## src/rtl/ewm_pkg.sv

```systemverilog
package ewm_pkg;
  localparam logic [1:0] ADDR_CFG  = 2'd0;
  localparam logic [1:0] ADDR_STAT = 2'd1;
  localparam logic [1:0] ADDR_MSET = 2'd2;
  localparam logic [1:0] ADDR_MCLR = 2'd3;
  localparam int unsigned GRANULE_SHIFT = 4;
endpackage

```

## src/rtl/ewm_sync.sv

```systemverilog
module ewm_sync #(
  parameter int unsigned NUM_SPACES = 4
) (
  input  logic                  clk,
  input  logic                  rst,
  input  logic [NUM_SPACES-1:0] pin_i,
  output logic [NUM_SPACES-1:0] lvl_o,
  output logic [NUM_SPACES-1:0] rise_o
);
  logic [NUM_SPACES-1:0] meta_q, sync_q, prev_q;

  for (genvar g = 0; g < NUM_SPACES; g++) begin : g_pin
    always_ff @(posedge clk) begin
      if (rst) begin
        meta_q[g] <= 1'b0;
        sync_q[g] <= 1'b0;
        prev_q[g] <= 1'b0;
      end else begin
        meta_q[g] <= pin_i[g];
        sync_q[g] <= meta_q[g];
        prev_q[g] <= sync_q[g];
      end
    end
    assign rise_o[g] = sync_q[g] & ~prev_q[g];
  end

  assign lvl_o = sync_q;
endmodule

```

## src/rtl/ewm_stretch.sv

```systemverilog
module ewm_stretch #(
  parameter int unsigned NUM_SPACES = 4,
  parameter int unsigned CS_W       = 2,
  parameter int unsigned LIMIT_W    = 8
) (
  input  logic                  clk,
  input  logic                  rst,
  input  logic                  strobe_active,
  input  logic [CS_W-1:0]       strobe_cs,
  input  logic [NUM_SPACES-1:0] lvl_i,
  input  logic [NUM_SPACES-1:0] pol_i,
  input  logic [NUM_SPACES-1:0] en_i,
  input  logic [LIMIT_W-1:0]    limit_i,
  output logic                  extend_o,
  output logic                  tmo_o
);
  localparam int unsigned CNT_W = LIMIT_W + 1 + ewm_pkg::GRANULE_SHIFT;

  logic [LIMIT_W:0]  lim_p1;
  logic [CNT_W-1:0]  max_w;
  logic [CNT_W-1:0]  cnt_q;
  logic              done_q, ext_q;
  logic              at_level, waiting, at_max;

  assign lim_p1   = {1'b0, limit_i} + {{LIMIT_W{1'b0}}, 1'b1};
  assign max_w    = {lim_p1, {ewm_pkg::GRANULE_SHIFT{1'b0}}};
  assign at_level = (lvl_i[strobe_cs] == pol_i[strobe_cs]);
  assign waiting  = strobe_active && en_i[strobe_cs] && at_level && !done_q;
  assign at_max   = (cnt_q >= max_w);

  always_ff @(posedge clk) begin
    if (rst) begin
      cnt_q  <= '0;
      done_q <= 1'b0;
      ext_q  <= 1'b0;
    end else if (!strobe_active) begin
      cnt_q  <= '0;
      done_q <= 1'b0;
      ext_q  <= 1'b0;
    end else if (waiting) begin
      if (at_max) begin
        done_q <= 1'b1;
        ext_q  <= 1'b0;
      end else begin
        cnt_q  <= cnt_q + 1'b1;
        ext_q  <= 1'b1;
      end
    end else begin
      ext_q <= 1'b0;
    end
  end

  assign extend_o = ext_q;
  assign tmo_o    = waiting && at_max;

  // a stretch request only follows a cycle with an active strobe
  p_ext_needs_strobe_r3: assert property (@(posedge clk) disable iff (rst)
    ext_q |-> $past(strobe_active));
  // a stretch request only follows the selected pin at its waiting level
  p_ext_needs_level_r2: assert property (@(posedge clk) disable iff (rst)
    ext_q |-> $past(lvl_i[strobe_cs] == pol_i[strobe_cs]));
  // a timeout withdraws the request on the next edge
  p_tmo_drops_ext_r4: assert property (@(posedge clk) disable iff (rst)
    tmo_o |=> !ext_q);
  // a strobe-free cycle restarts the count
  p_restart_r5: assert property (@(posedge clk) disable iff (rst)
    !strobe_active |=> (cnt_q == '0) && !done_q);
endmodule

```

## src/rtl/ewm_regs.sv

```systemverilog
module ewm_regs #(
  parameter int unsigned NUM_SPACES = 4,
  parameter int unsigned LIMIT_W    = 8,
  parameter int unsigned DATA_W     = 32
) (
  input  logic                  clk,
  input  logic                  rst,
  input  logic                  we_i,
  input  logic [1:0]            addr_i,
  input  logic [DATA_W-1:0]     wdata_i,
  input  logic [NUM_SPACES-1:0] rise_i,
  input  logic                  tmo_i,
  output logic [NUM_SPACES-1:0] pol_o,
  output logic [NUM_SPACES-1:0] en_o,
  output logic [LIMIT_W-1:0]    limit_o,
  output logic [DATA_W-1:0]     rdata_o,
  output logic                  irq_o
);
  import ewm_pkg::*;

  localparam int unsigned CFG_W = 2 * NUM_SPACES + LIMIT_W;
  localparam int unsigned ST_W  = NUM_SPACES + 1;

  logic [NUM_SPACES-1:0] pol_q, en_q;
  logic [LIMIT_W-1:0]    lim_q;
  logic [ST_W-1:0]       status_q, status_n, mask_q, mask_n, events;
  logic [DATA_W-1:0]     rdata_q, rdata_n;
  logic                  irq_q;
  logic                  wr_cfg, wr_stat, wr_mset, wr_mclr;

  assign wr_cfg  = we_i && (addr_i == ADDR_CFG);
  assign wr_stat = we_i && (addr_i == ADDR_STAT);
  assign wr_mset = we_i && (addr_i == ADDR_MSET);
  assign wr_mclr = we_i && (addr_i == ADDR_MCLR);
  assign events  = {tmo_i, rise_i};

  always_comb begin
    status_n = status_q;
    if (wr_stat) status_n = status_n & ~wdata_i[ST_W-1:0];
    status_n = status_n | events;
  end

  always_comb begin
    mask_n = mask_q;
    if (wr_mset) mask_n = mask_n | wdata_i[ST_W-1:0];
    if (wr_mclr) mask_n = mask_n & ~wdata_i[ST_W-1:0];
  end

  always_comb begin
    rdata_n = '0;
    case (addr_i)
      ADDR_CFG:  rdata_n[CFG_W-1:0] = {lim_q, en_q, pol_q};
      ADDR_STAT: rdata_n[ST_W-1:0]  = status_q;
      default:   rdata_n[ST_W-1:0]  = mask_q;
    endcase
  end

  always_ff @(posedge clk) begin
    if (rst) begin
      pol_q    <= '0;
      en_q     <= '0;
      lim_q    <= '0;
      status_q <= '0;
      mask_q   <= '0;
      rdata_q  <= '0;
      irq_q    <= 1'b0;
    end else begin
      if (wr_cfg) {lim_q, en_q, pol_q} <= wdata_i[CFG_W-1:0];
      status_q <= status_n;
      mask_q   <= mask_n;
      rdata_q  <= rdata_n;
      irq_q    <= |(status_q & mask_q);
    end
  end

  assign pol_o   = pol_q;
  assign en_o    = en_q;
  assign limit_o = lim_q;
  assign rdata_o = rdata_q;
  assign irq_o   = irq_q;

  // flags are sticky unless a clear write is made
  p_status_sticky_r6: assert property (@(posedge clk) disable iff (rst)
    !wr_stat |=> (($past(status_q) & ~status_q) == '0));
  // every edge event is recorded on the next edge
  p_rise_recorded_r6: assert property (@(posedge clk) disable iff (rst)
    (|rise_i) |=> ((status_q[NUM_SPACES-1:0] & $past(rise_i)) == $past(rise_i)));
  // a clear write removes the written mask bits
  p_mask_clr_r8: assert property (@(posedge clk) disable iff (rst)
    wr_mclr |=> ((mask_q & $past(wdata_i[ST_W-1:0])) == '0));
  // no interrupt without some enabled mask bit one cycle earlier
  p_irq_needs_mask_r9: assert property (@(posedge clk) disable iff (rst)
    irq_q |-> $past(mask_q != '0));
endmodule

```

## src/rtl/ewait_monitor.sv

```systemverilog
module ewait_monitor #(
  parameter int unsigned NUM_SPACES = 4,
  parameter int unsigned LIMIT_W    = 8,
  parameter int unsigned DATA_W     = 32,
  parameter int unsigned CS_W       = (NUM_SPACES > 1) ? $clog2(NUM_SPACES) : 1
) (
  input  logic                  clk,
  input  logic                  rst,
  input  logic [NUM_SPACES-1:0] wait_pin,
  input  logic                  strobe_active,
  input  logic [CS_W-1:0]       strobe_cs,
  output logic                  extend,
  input  logic                  reg_we,
  input  logic [1:0]            reg_addr,
  input  logic [DATA_W-1:0]     reg_wdata,
  output logic [DATA_W-1:0]     reg_rdata,
  output logic                  irq
);
  logic [NUM_SPACES-1:0] lvl, rise, pol, en;
  logic [LIMIT_W-1:0]    limit;
  logic                  tmo;

  ewm_sync #(.NUM_SPACES(NUM_SPACES)) u_sync (
    .clk(clk), .rst(rst), .pin_i(wait_pin), .lvl_o(lvl), .rise_o(rise)
  );

  ewm_stretch #(.NUM_SPACES(NUM_SPACES), .CS_W(CS_W), .LIMIT_W(LIMIT_W)) u_stretch (
    .clk(clk), .rst(rst), .strobe_active(strobe_active), .strobe_cs(strobe_cs),
    .lvl_i(lvl), .pol_i(pol), .en_i(en), .limit_i(limit),
    .extend_o(extend), .tmo_o(tmo)
  );

  ewm_regs #(.NUM_SPACES(NUM_SPACES), .LIMIT_W(LIMIT_W), .DATA_W(DATA_W)) u_regs (
    .clk(clk), .rst(rst), .we_i(reg_we), .addr_i(reg_addr), .wdata_i(reg_wdata),
    .rise_i(rise), .tmo_i(tmo), .pol_o(pol), .en_o(en), .limit_o(limit),
    .rdata_o(reg_rdata), .irq_o(irq)
  );

  // outputs are quiet in the cycle after reset
  p_quiet_after_reset_r1: assert property (@(posedge clk)
    $past(rst) |-> !extend && !irq);
endmodule

```

## config.mk

```make
export PLATFORM = sky130hd
export DESIGN_NAME = ewait_monitor
export DESIGN_NICKNAME = d
export VERILOG_FILES = /design/src/rtl/ewm_pkg.sv /design/src/rtl/ewm_sync.sv /design/src/rtl/ewm_stretch.sv /design/src/rtl/ewm_regs.sv /design/src/rtl/ewait_monitor.sv
export SDC_FILE = /design/constraint.sdc
export NUM_CORES = 1
export LEC_CHECK = 0
export BUFFER_PORTS_ARGS = -buffer_cell sky130_fd_sc_hd__buf_2
export CAP_MARGIN = 20
export CORE_ASPECT_RATIO = 1.4
export CORE_UTILIZATION = 44
export CTS_BUF_LIST = sky130_fd_sc_hd__clkbuf_8
export DETAILED_ROUTE_END_ITERATION = 12
export PLACE_DENSITY = 0.68
export REMOVE_ABC_BUFFERS = 1
export SYNTH_ARGS = -nofsm -noshare
export SYNTH_HDL_FRONTEND = slang
export SYNTH_SLANG_ARGS = --single-unit
```

## constraint.sdc

```tcl
create_clock -name clk -period 3.6 [get_ports clk]
set_input_delay 0.54 -clock clk [delete_from_list [all_inputs] [get_ports clk]]
set_output_delay 0.54 -clock clk [all_outputs]
set_load 0.05 [all_outputs]
```

==> impl_metrics.yaml <==
yosys:
  yosysTopAreaCell: "dfxtp_1"
  synth-edff-count: 0
  synthMuxAreaShare_pct: 1.93
  synth_top_family_by_area: "simple AND/OR/NAND/NOR gates"
  ys_types: 41
  synth_xor_area_share_pct: 2.82
  synth.avg_cell_area_um2: 8.78
  synth_area_leaders: "dfxtp_1, a21oi_1, nand2_1"
  synth-simple-area-share_pct: 22.8
  ys_warn_count: 0
  async_reset_ff_share_pct: 0
  synth-compound-area-share_pct: 15.1
  ys_seq_elements: 70
  synthesis.area_mm2: 0.00311
  synthCells: 354
  synth_fa_ha_area_share_pct: 4.83
  synth_top_area_share_pct: 45.1
  ys.flop_type: "dfxtp_1"
  seq_area_frac_synth_pct: 45.1
worst_setup_path:
  r2r_start: "u_regs.limit_o[0]"
  cpMaxStageDelayCell: "or4_1"
  timing.rr.end: "u_stretch.cnt_q[3]"
  worstPathCellList: "and3_1 > nand3_1 > or2_2 > xor2_1 > ha_1 > a21o_1 > a21o_1 > a311o_2 > or4_1 > a21oi_1"
  cp.required_ns: 3.88
  reg2reg_depth: 10
  cp_slowest_stage_delay_ns: 0.53
  reg2reg_slack_ns: 0.53
  crit_arrival_ns: 3.35
  setup.worst_path.end_class: "flip-flop"
  crit_family: "simple AND/OR/NAND/NOR gates"
  cpMostUsedCell: "a21o_1"
  critPathKind: "reg -> reg"
  crit_buf_inv: 0
  startpoint_type: "flip-flop"
  critical_path.max_fanout: 24
power_and_ir_drop:
  p_leak_nw: 1.41
  powerDensity_mw_per_mm2: 489
  peakVddDrop_mv: 0.402
detailed_routing:
  drc: 0
  wirelength_um: 6410
  final_antenna_net_count: 0
  routed_via_density: 5.16
  firstDrtPassIters: 4
  wl_per_cell_um: 13.1
  drtIter0Drc: 147
  dr_total_vias: 2523
clock_network:
  clockBufferDepth: 2
  cts_made_buffers: 9
  postCtsSetupBuffers: 0
  h-tree-depth: 3
  cts_resized: 0
  cts_tree: "yes"
  cts-root-buf: "clkbuf_8"
  clk_pin_slew_ns: 0.07
  clock-sinks: 70
  worstSkewPairLatency_ns: 0.35
  ctsHoldBuffers: 0
job:
  max_cap_viol_count: 0
floorplanning:
  fp.dieArea_mm2: 0.00741
  fp.dieW_um: 73.0
  initial_core_util_pct: 46.4
  dieHeight_um: 101
  ios: 78
  rows: 35
  core_area_mm2: 0.00670
placement:
  dp_slack_ns: 0.560
  dp_hpwl_um: 4500
  port_buffers: 45
  postPlaceCellArea_mm2: 0.00330
  gp_congestion: 0.824
sta:
  tns_ns: 0
  finalClockSkew_ns: 0.00919
  grt_setup_unrepaired: "no"
  tightestPinTransition_ns: 0.912
  finalSetupViolations: 0
  holdWs_ns: 0.396
  finalMaxSlewViolations: 0
  timing.slew.headroom_pct: 38.8
  post-route-min-period_ns: 3.07
  fmax_mhz: 326
  layout_setup_ws_ns: 0.531
  finalHoldViolCount: 0
  fin_crit_sh_pct: 85.3
layout:
  final_core_util_pct: 53.0
  syn2layout_area_growth_pct: 14.2
  drive_above_1_share_pct: 16.6
  diodes: 0
  layout.nets: 448
  final_area_mm2: 0.00355
  register_area_mm2: 0.00140
  multi_input_area_mm2: 0.00154
  fillers: 665
worst_hold_path:
  hold_path_class: "in -> reg"
  hold_end: "u_sync.meta_q[0]"
  hp-start: "wait_pin[0]"
  min_path_cells: 2
global_routing:
  grt_pass1_vias: 2346
  grt_pass1_wl_um: 10400
  track_usage_pct: 18.8
  grt_max_degree: 48
  grt-ovfl-total: 0
  grt_antenna_before_repair: 0
status:
  outcome: "completed"
-- layout by cell type, fill, tap and decap left out, types with 2 or more instances in the layout --
cell / Yosys / layout
a21o_1: 2 / 2
a21oi_1: 43 / 43
a22oi_1: 2 / 2
a311oi_1: 7 / 7
and2_1: 14 / 14
and3_1: 2 / 2
buf_2: 0 / 45
bufinv_16: 0 / 3
clkbuf_8: 0 / 10
clkinv_2: 0 / 2
conb_1: 1 / 16
dfxtp_1: 70 / 70
ha_1: 12 / 12
inv_1: 6 / 6
mux2i_1: 6 / 6
nand2_1: 49 / 49
nand2b_1: 4 / 4
nand3_1: 14 / 14
nand4_1: 3 / 3
nor2_1: 22 / 22
nor2b_1: 18 / 18
nor3_1: 2 / 2
o21ai_0: 3 / 3
o31ai_1: 8 / 8
or2_2: 2 / 2
or4_1: 8 / 8
xnor2_1: 6 / 6
xor2_1: 4 / 4
-- worst max-delay path by stage --
stage	cells after the start	slack, ns	startpoint	to
2_1_floorplan	10	0.78	u_regs.limit_o[0]	u_stretch.cnt_q[7]
5_1_grt	10	0.33	u_regs.limit_o[0]	u_stretch.cnt_q[4]
3_5_place_dp	10	0.56	u_regs.limit_o[0]	u_stretch.cnt_q[10]
6_report	10	0.53	u_regs.limit_o[0]	u_stretch.cnt_q[3]
3_3_place_gp	10	0.63	u_regs.limit_o[4]	u_stretch.cnt_q[8]
4_1_cts	10	0.53	u_regs.limit_o[4]	u_stretch.cnt_q[3]
-- per-layer routing --
metal	vias to the layer above	track usage (%)	wire length [um]
li1	1280	-	-
met1	1185	20.4	2660
met2	51	34.1	3420
met3	7	5.07	242
met4	0	7.24	91
met5	-	0	0
-- cells in the mapped netlist (7+ instances only) --
master / count
a21oi_1: 43
a311oi_1: 7
and2_1: 14
buf_4: 17
clkbuf_1: 12
dfxtp_1: 70
ha_1: 12
nand2_1: 49
nand3_1: 14
nor2_1: 22
nor2b_1: 18
o31ai_1: 8
or4_1: 8
-- power by group --
part	leakage (nW)	switching (mW)	internal [mW]
Combinational	0.711	0.107	0.0401
Clock	0.126	0.301	0.478
Sequential	0.569	0.0137	0.794
Total	1.41	0.422	1.31
-- flip-flops by register name (all words and copies together) (netlist names), named ones only --
register and count:
u_regs.en_o 4, u_regs.irq_o 1, u_regs.limit_o 8, u_regs.pol_o 4, u_regs.rdata_o 16, u_regs.status_q 5, u_stretch.cnt_q 13, u_stretch.done_q 1
u_stretch.extend_o 1, u_sync.lvl_o 4, u_sync.meta_q 4, u_sync.prev_q 4
-- final cells by class --
class	count	area share, %
tap	92	3.24
multi-input combinational	260	43.3
timing repair buffer	45	6.35
inverter	6	0.635
clock buffer	10	3.88
clock inverter	6	3.07
sequential	70	39.5
-- per-stage QoR --
step / std cells / total power, mW
after CTS: 489 / 1.75
final: 489 / 1.73
after floorplan: 336 / 0.922
after global placement: 473 / 0.971
after global routing: 489 / 1.79
after detailed placement: 473 / 0.973
-- cells by family (layout without fill, tap and decap cells) --
family	count (synthesis)	in the layout
buffers and inverters	39	67
xor gates and xnor gates	10	10
muxes	6	6
other	1	16
adders and majority gates	12	12
AOI/OAI and AO/OA	74	74
and+or+nand+nor	142	142
DFF	70	70
No activity file was read; power rests on OpenSTA's default activity.
